$ cat config.mk
export PLATFORM = sky130hd
export DESIGN_NAME = cascade_cfg_chain
export DESIGN_NICKNAME = d
export VERILOG_FILES = /design/src/rtl/ccc_pkg.sv /design/src/rtl/ccc_priority.sv /design/src/rtl/ccc_slice.sv /design/src/rtl/cascade_cfg_chain.sv
export SDC_FILE = /design/constraint.sdc
export NUM_CORES = 1
export LEC_CHECK = 0
export ABC_AREA = 0
export BUFFER_PORTS_ARGS = -buffer_cell sky130_fd_sc_hd__clkbuf_2
export CORE_ASPECT_RATIO = 2
export CORE_UTILIZATION = 53
export CTS_CLUSTER_SIZE = 14
export DETAILED_ROUTE_END_ITERATION = 16
export GPL_TIMING_DRIVEN = 0
export PLACE_DENSITY = 0.8
export SLEW_MARGIN = 20
export SYNTH_ARGS = -nofsm -noshare
export SYNTH_HDL_FRONTEND = slang
export SYNTH_SLANG_ARGS = --single-unit
$ cat constraint.sdc
create_clock -name clk -period 2.2 [get_ports clk]
set_input_delay 0.11 -clock clk [delete_from_list [all_inputs] [get_ports clk]]
set_output_delay 0.11 -clock clk [all_outputs]
set_load 0.02 [all_outputs]
$ cat src/rtl/ccc_pkg.sv
// Package: shared codes and bit positions for the cascaded configuration chain.
// Assumes instruction codes occupy bus bits 11:0 and the direction bit is 13.
package ccc_pkg;
    localparam int CODE_W     = 12;
    localparam int DIR_BIT    = 13;
    localparam int LOWEST_BIT = 25;
    localparam int MODE_LO    = 26;
    localparam int MODE_HI    = 27;

    typedef enum logic [CODE_W-1:0] {
        OP_SWRST = 12'h000,
        OP_WRCFG = 12'h006,
        OP_WRPA  = 12'h007,
        OP_RSTFF = 12'h008
    } op_e;
endpackage

$ cat src/rtl/ccc_priority.sv
// Module: ccc_priority
// Picks the highest-priority slice (index 0 first) whose active-low full flag
// reads empty. Also reports when no slice is empty. Purely combinational.
module ccc_priority #(
    parameter int N_SLICES = 4
) (
    input  logic                clk,
    input  logic                rst_n,
    input  logic [N_SLICES-1:0] full_n,
    output logic [N_SLICES-1:0] grant,
    output logic                all_full
);
    logic [N_SLICES:0] seen_empty;

    assign seen_empty[0] = 1'b0;

    // Ripple chain: a slice is granted if empty and nothing above it is empty.
    for (genvar i = 0; i < N_SLICES; i++) begin : g_chain
        assign grant[i]          = full_n[i] & ~seen_empty[i];
        assign seen_empty[i + 1] = seen_empty[i] | full_n[i];
    end

    assign all_full = ~seen_empty[N_SLICES];


    grant_onehot_chk: assert property (@(posedge clk) disable iff (!rst_n)
        $onehot0(grant));


    grant_none_when_full_chk: assert property (@(posedge clk) disable iff (!rst_n)
        (full_n == '0) |-> (grant == '0 && all_full));
endmodule

$ cat src/rtl/ccc_slice.sv
// Module: ccc_slice
// One slice of the chain. It holds its own instruction register, configuration
// word, page field, full flag and mode flag. An instruction latched with
// addr_valid high executes once in the next cycle with addr_valid low.
// Assumes DATA_W >= 28 so that the mode and marker bits exist.
module ccc_slice
    import ccc_pkg::*;
#(
    parameter int DATA_W = 32,
    parameter int PAGE_W = 4
) (
    input  logic              clk,
    input  logic              rst_n,
    input  logic              addr_valid,
    input  logic [DATA_W-1:0] bus_data,
    input  logic              grant,
    output logic [DATA_W-1:0] cfg_q,
    output logic [PAGE_W-1:0] page_q,
    output logic              full_n_q,
    output logic              hw_q,
    output logic              pa_cmd,
    output logic              swrst_cmd
);
    localparam logic [DATA_W-1:0] CFG_RST = DATA_W'(1) << LOWEST_BIT;

    logic [CODE_W-1:0] instr_q;
    logic              rd_q;
    logic              pend_q;
    logic              exec;
    logic              exec_cfg, exec_pa, exec_ff, exec_rst;

    // Decode of the latched control state, valid in the data cycle only.
    always_comb begin
        exec     = pend_q & ~addr_valid & ~rd_q;
        exec_cfg = exec && (instr_q == OP_WRCFG);
        exec_pa  = exec && (instr_q == OP_WRPA);
        exec_ff  = exec && (instr_q == OP_RSTFF);
        exec_rst = exec && (instr_q == OP_SWRST);
    end

    assign pa_cmd    = exec_pa;
    assign swrst_cmd = exec_rst;

    // State update: hardware or software reset, instruction load, execution.
    always_ff @(posedge clk) begin
        if (!rst_n || exec_rst) begin
            instr_q  <= '0;
            rd_q     <= 1'b0;
            pend_q   <= 1'b0;
            cfg_q    <= CFG_RST;
            page_q   <= '0;
            full_n_q <= 1'b1;
            hw_q     <= 1'b0;
        end else begin
            if (addr_valid) begin
                instr_q <= bus_data[CODE_W-1:0];
                rd_q    <= bus_data[DIR_BIT];
                pend_q  <= 1'b1;
            end else begin
                pend_q  <= 1'b0;
            end
            if (exec_cfg) begin
                cfg_q <= bus_data;
                hw_q  <= (bus_data[MODE_HI:MODE_LO] == 2'b00);
            end
            if (exec_pa && grant) begin
                page_q   <= bus_data[PAGE_W-1:0];
                full_n_q <= 1'b0;
            end
            if (exec_ff) begin
                full_n_q <= 1'b1;
            end
        end
    end


    cfg_load_chk: assert property (@(posedge clk) disable iff (!rst_n)
        exec_cfg |=> (cfg_q == $past(bus_data)));


    pa_fill_chk: assert property (@(posedge clk) disable iff (!rst_n)
        (exec_pa && grant) |=> (!full_n_q && page_q == $past(bus_data[PAGE_W-1:0])));


    read_quiet_chk: assert property (@(posedge clk) disable iff (!rst_n)
        (pend_q && rd_q && !addr_valid) |=> ($stable(cfg_q) && $stable(page_q) && $stable(full_n_q)));


    swrst_state_chk: assert property (@(posedge clk) disable iff (!rst_n)
        exec_rst |=> (cfg_q == CFG_RST && full_n_q && !hw_q && page_q == '0));
endmodule

$ cat src/rtl/cascade_cfg_chain.sv
// Module: cascade_cfg_chain (top)
// A chain of N_SLICES slices on one shared bus. Slice 0 has the highest
// priority. Page writes go to the highest-priority empty slice through
// ccc_priority. A page write with no empty slice sets a sticky error.
// Assumes all slices see the same broadcast instructions.
module cascade_cfg_chain
    import ccc_pkg::*;
#(
    parameter int N_SLICES = 4,
    parameter int DATA_W   = 32,
    parameter int PAGE_W   = 4
) (
    input  logic                       clk,
    input  logic                       rst_n,
    input  logic                       addr_valid,
    input  logic [DATA_W-1:0]          bus_data,
    output logic [N_SLICES*DATA_W-1:0] dbg_cfg,
    output logic [N_SLICES*PAGE_W-1:0] dbg_page,
    output logic [N_SLICES-1:0]        full_n,
    output logic [N_SLICES-1:0]        hw_mode,
    output logic                       pa_err
);
    logic [N_SLICES-1:0] grant;
    logic [N_SLICES-1:0] pa_cmd_v;
    logic [N_SLICES-1:0] swrst_v;
    logic                all_full;

    ccc_priority #(.N_SLICES(N_SLICES)) u_prio (
        .clk      (clk),
        .rst_n    (rst_n),
        .full_n   (full_n),
        .grant    (grant),
        .all_full (all_full)
    );

    for (genvar i = 0; i < N_SLICES; i++) begin : g_slice
        ccc_slice #(.DATA_W(DATA_W), .PAGE_W(PAGE_W)) u_slice (
            .clk        (clk),
            .rst_n      (rst_n),
            .addr_valid (addr_valid),
            .bus_data   (bus_data),
            .grant      (grant[i]),
            .cfg_q      (dbg_cfg[i*DATA_W +: DATA_W]),
            .page_q     (dbg_page[i*PAGE_W +: PAGE_W]),
            .full_n_q   (full_n[i]),
            .hw_q       (hw_mode[i]),
            .pa_cmd     (pa_cmd_v[i]),
            .swrst_cmd  (swrst_v[i])
        );
    end

    // Sticky error for a page write that finds every slice full.
    always_ff @(posedge clk) begin
        if (!rst_n || swrst_v[0]) begin
            pa_err <= 1'b0;
        end else if (pa_cmd_v[0] && all_full) begin
            pa_err <= 1'b1;
        end
    end


    overflow_err_chk: assert property (@(posedge clk) disable iff (!rst_n)
        (pa_cmd_v[0] && all_full) |=> (pa_err && $stable(full_n) && $stable(dbg_page)));


    err_sticky_chk: assert property (@(posedge clk) disable iff (!rst_n)
        (pa_err && !swrst_v[0]) |=> pa_err);


    fill_order_chk: assert property (@(posedge clk) disable iff (!rst_n)
        (pa_cmd_v[0] && !all_full) |=> ($countones(full_n) == $countones($past(full_n)) - 1));
endmodule

==> metrics.txt <==
post-synthesis instance total=917; Post-DP HPWL=16.4 mm; Critical Path Start Type=flip-flop; Synth Net Count=952; first-pass iteration count of the detailed router=6; Max Fclk=474 MHz; Crit Path Class=flip-flop to flip-flop; Iter 0 DRT Violations=396; Remaining DRCs=0; RSZ-0062 raised after global routing=no; leading area contributor after synthesis=dfxtp_1; vias per inst=5.48; top_reg_cell synth=dfxtp_1; GRT Overall Usage=0.301; grt total ovfl=0; CTS tree=built; Area after DPL=8660 µm²; post-synth top area share=0.557; total CTS buffers=19; post-synthesis compound-gate area fraction=0.148; nets=about 1.2k; routed vias=approximately 7.3k; asr flop ratio synth=0; I/O Buffers=182; Mean Syn Cell Area=about 8.2 µm²; wire length per cell=17.0 µm; Final Max Slew Viols=0; clock root buffer=clkbuf_16; largest family of logic cells by synthesized area=simple AND/OR/NAND/NOR gates; Lkg Pwr=roughly 0.0038 µW; core area=between 10,000 and 15,000 µm²; flops & latches, synth=between 200 and 250; area share of fa/ha/maj cells after synthesis=0; Skew-Pair Late Insertion Delay=0.49 ns; synthesized area=~7500 µm²; fin cells=1,342; Post-Synth XOR/XNOR Area=0; Initial Utilization=0.541; fillers=1,187; Core Util, Final=0.685; top post-synthesis cells by area=dfxtp_1, nand2_1, a21oi_1, buf_2, buf_4; CTS Buffer Depth=3; busiest grt layer=met2; clock sink count=209; WP data arrival=2.46 ns; pwr/cell area=roughly 760 nW/µm²; storage element area=4180 µm²; Clock Skews=about 0.016 ns; largest net degree at the start of global routing=15; die area=14,700 µm²; met2 GRT Util=0.550; met3 Use GR=0.0466; antenna viol nets, final=0; Commonest cells post-synth=nand2_1, dfxtp_1, a21oi_1; FP Rows=61; area taken by multi-input logic gates=3000 µm²; final hold vios=0; EDFF count, synth=0; Syn. warnings=0; first-pass GRT wire length=34.2 mm; Die X=~86 µm; design area=9510 µm²; layout cell share with drive strength beyond 1=0.231; area growth from synthesis to layout=26.6%; max_slew headroom=0.554; post-synthesis mux area share=0.00133; DP Cell Count=1,288; initial antenna violation count=0; CP max FO=10; sequential fraction of the synthesis area=0.557; Max-cap violations=0; Final Setup Violations=0; H-tree depth=1; vias in the first global route=6,822; status=completed; met1 usage=0.297; slew at the pin closest to its max-slew limit=0.667 ns; CP Capture Type=flip-flop; I/O pin count=188; worst vdd ir=542 µV; post-synthesis simple-gate area fraction=0.246; tightest hold margin=~0.023 ns; post-synthesis cell type count=38; top-count cell post-synth=nand2_1; Hold WC Path Type=primary input to flip-flop; clock slew seen by the registers of the worst setup and hold paths=0.06 ns; die height=170 µm; final WL=22.9 mm; CP Data Required Time=2.56 ns; min cycle time layout=2.11 ns; Tcrit/Tclk final=0.958; placer congestion estimate=0.868
==> report_power, final <==
part | leakage [µW] | internal [µW] | switching, µW | total (µW)
sequential | 0.00169 | 3840 | 48.2 | 3890
clock | 0.000249 | 1580 | 1330 | 2910
combinational | 0.00182 | 140 | 273 | 414
==> sequential cells by signal, indices dropped and copies added (netlist names) <==
name                      flops
g_slice.u_slice.cfg_q       128
g_slice.u_slice.instr_q      48
g_slice.u_slice.page_q       16
g_slice.u_slice.full_n_q      4
g_slice.u_slice.hw_q          4
g_slice.u_slice.pend_q        4
g_slice.u_slice.rd_q          4
pa_err                        1
==> routing by layer <==
layer / up-vias / wire [µm]
met3: 133 / 1320
met5: - / 0
met4: 0 / 1860
met2: 303 / 12100
li1: 3525 / -
met1: 3387 / 7630
==> worst paths after layout <==
path	endpoint	startpoint	slack, ns	cells after the start
max	g_slice[2].u_slice.cfg_q[5]	g_slice[2].u_slice.instr_q[4]	0.09	5
max reg2reg	g_slice[2].u_slice.cfg_q[5]	g_slice[2].u_slice.instr_q[4]	0.09	5
min reg2reg	g_slice[0].u_slice.cfg_q[10]	g_slice[0].u_slice.cfg_q[10]	0.45	2
min	g_slice[0].u_slice.instr_q[11]	addr_valid	0.02	3
==> stage by stage <==
step                power (µW)  setup WS [ns]  TNS, ns
floorplan                 4170          0.610        0
global placement          4330         -0.133    -4.27
detailed placement        4330         -0.152    -4.76
CTS                       7230         0.0784        0
global route              7420         0.0271        0
finish                    7220         0.0922        0
==> worst max-delay path: stages, from the launching register on <==
cell and delay [ns]:
dfxtp_1 0.32, nor4_2 0.51, nand4b_1 0.30, o21ai_4 0.45, buf_2 0.30, a21oi_1 0.10
==> kinds of logic after synthesis <==
| kind of cell | Yosys count |
|---|---|
| simple gates | 419 |
| buf+inv | 72 |
| flops | 209 |
| mux | 1 |
| compound gates | 216 |
==> area by class of cell <==
cell class              count  area share
flip-flops and latches    209       0.440
multi-input cells         636       0.315
repair buffers            214       0.129
clock buffers              21      0.0518
plain buffers              68      0.0364
well taps                 189      0.0249
clock inverters             1     0.00171
inverters                   3     0.00118
diodes                      1    0.000263
==> timing repair <==
item / in CTS / in global routing
gates resized for setup: 3 / 1
hold buffers: 30 / 0
setup endpoints to repair: 42 / 39
buffers inserted: 2 / 0
hold endpoints to repair: 121 / 0
pin swaps: 1 / 0
==> cell usage in the layout, fill, tap and decap left out, types with 3 or more instances in the layout <==
cell type,instances
clkbuf_1,24
dlygate4sd3_1,30
inv_1,3
clkbuf_2,182
nor4_2,3
clkbuf_16,19
nand2_1,344
or3_1,3
nand3_1,13
and4_1,5
o22ai_1,8
a21oi_1,191
dfxtp_1,209
o21ai_0,10
nor2_1,6
nor3_1,5
buf_2,31
nor4bb_1,3
nand4_1,12
and3_1,3
nor4b_2,3
buf_4,14
Power figures use the tool's default switching activity.
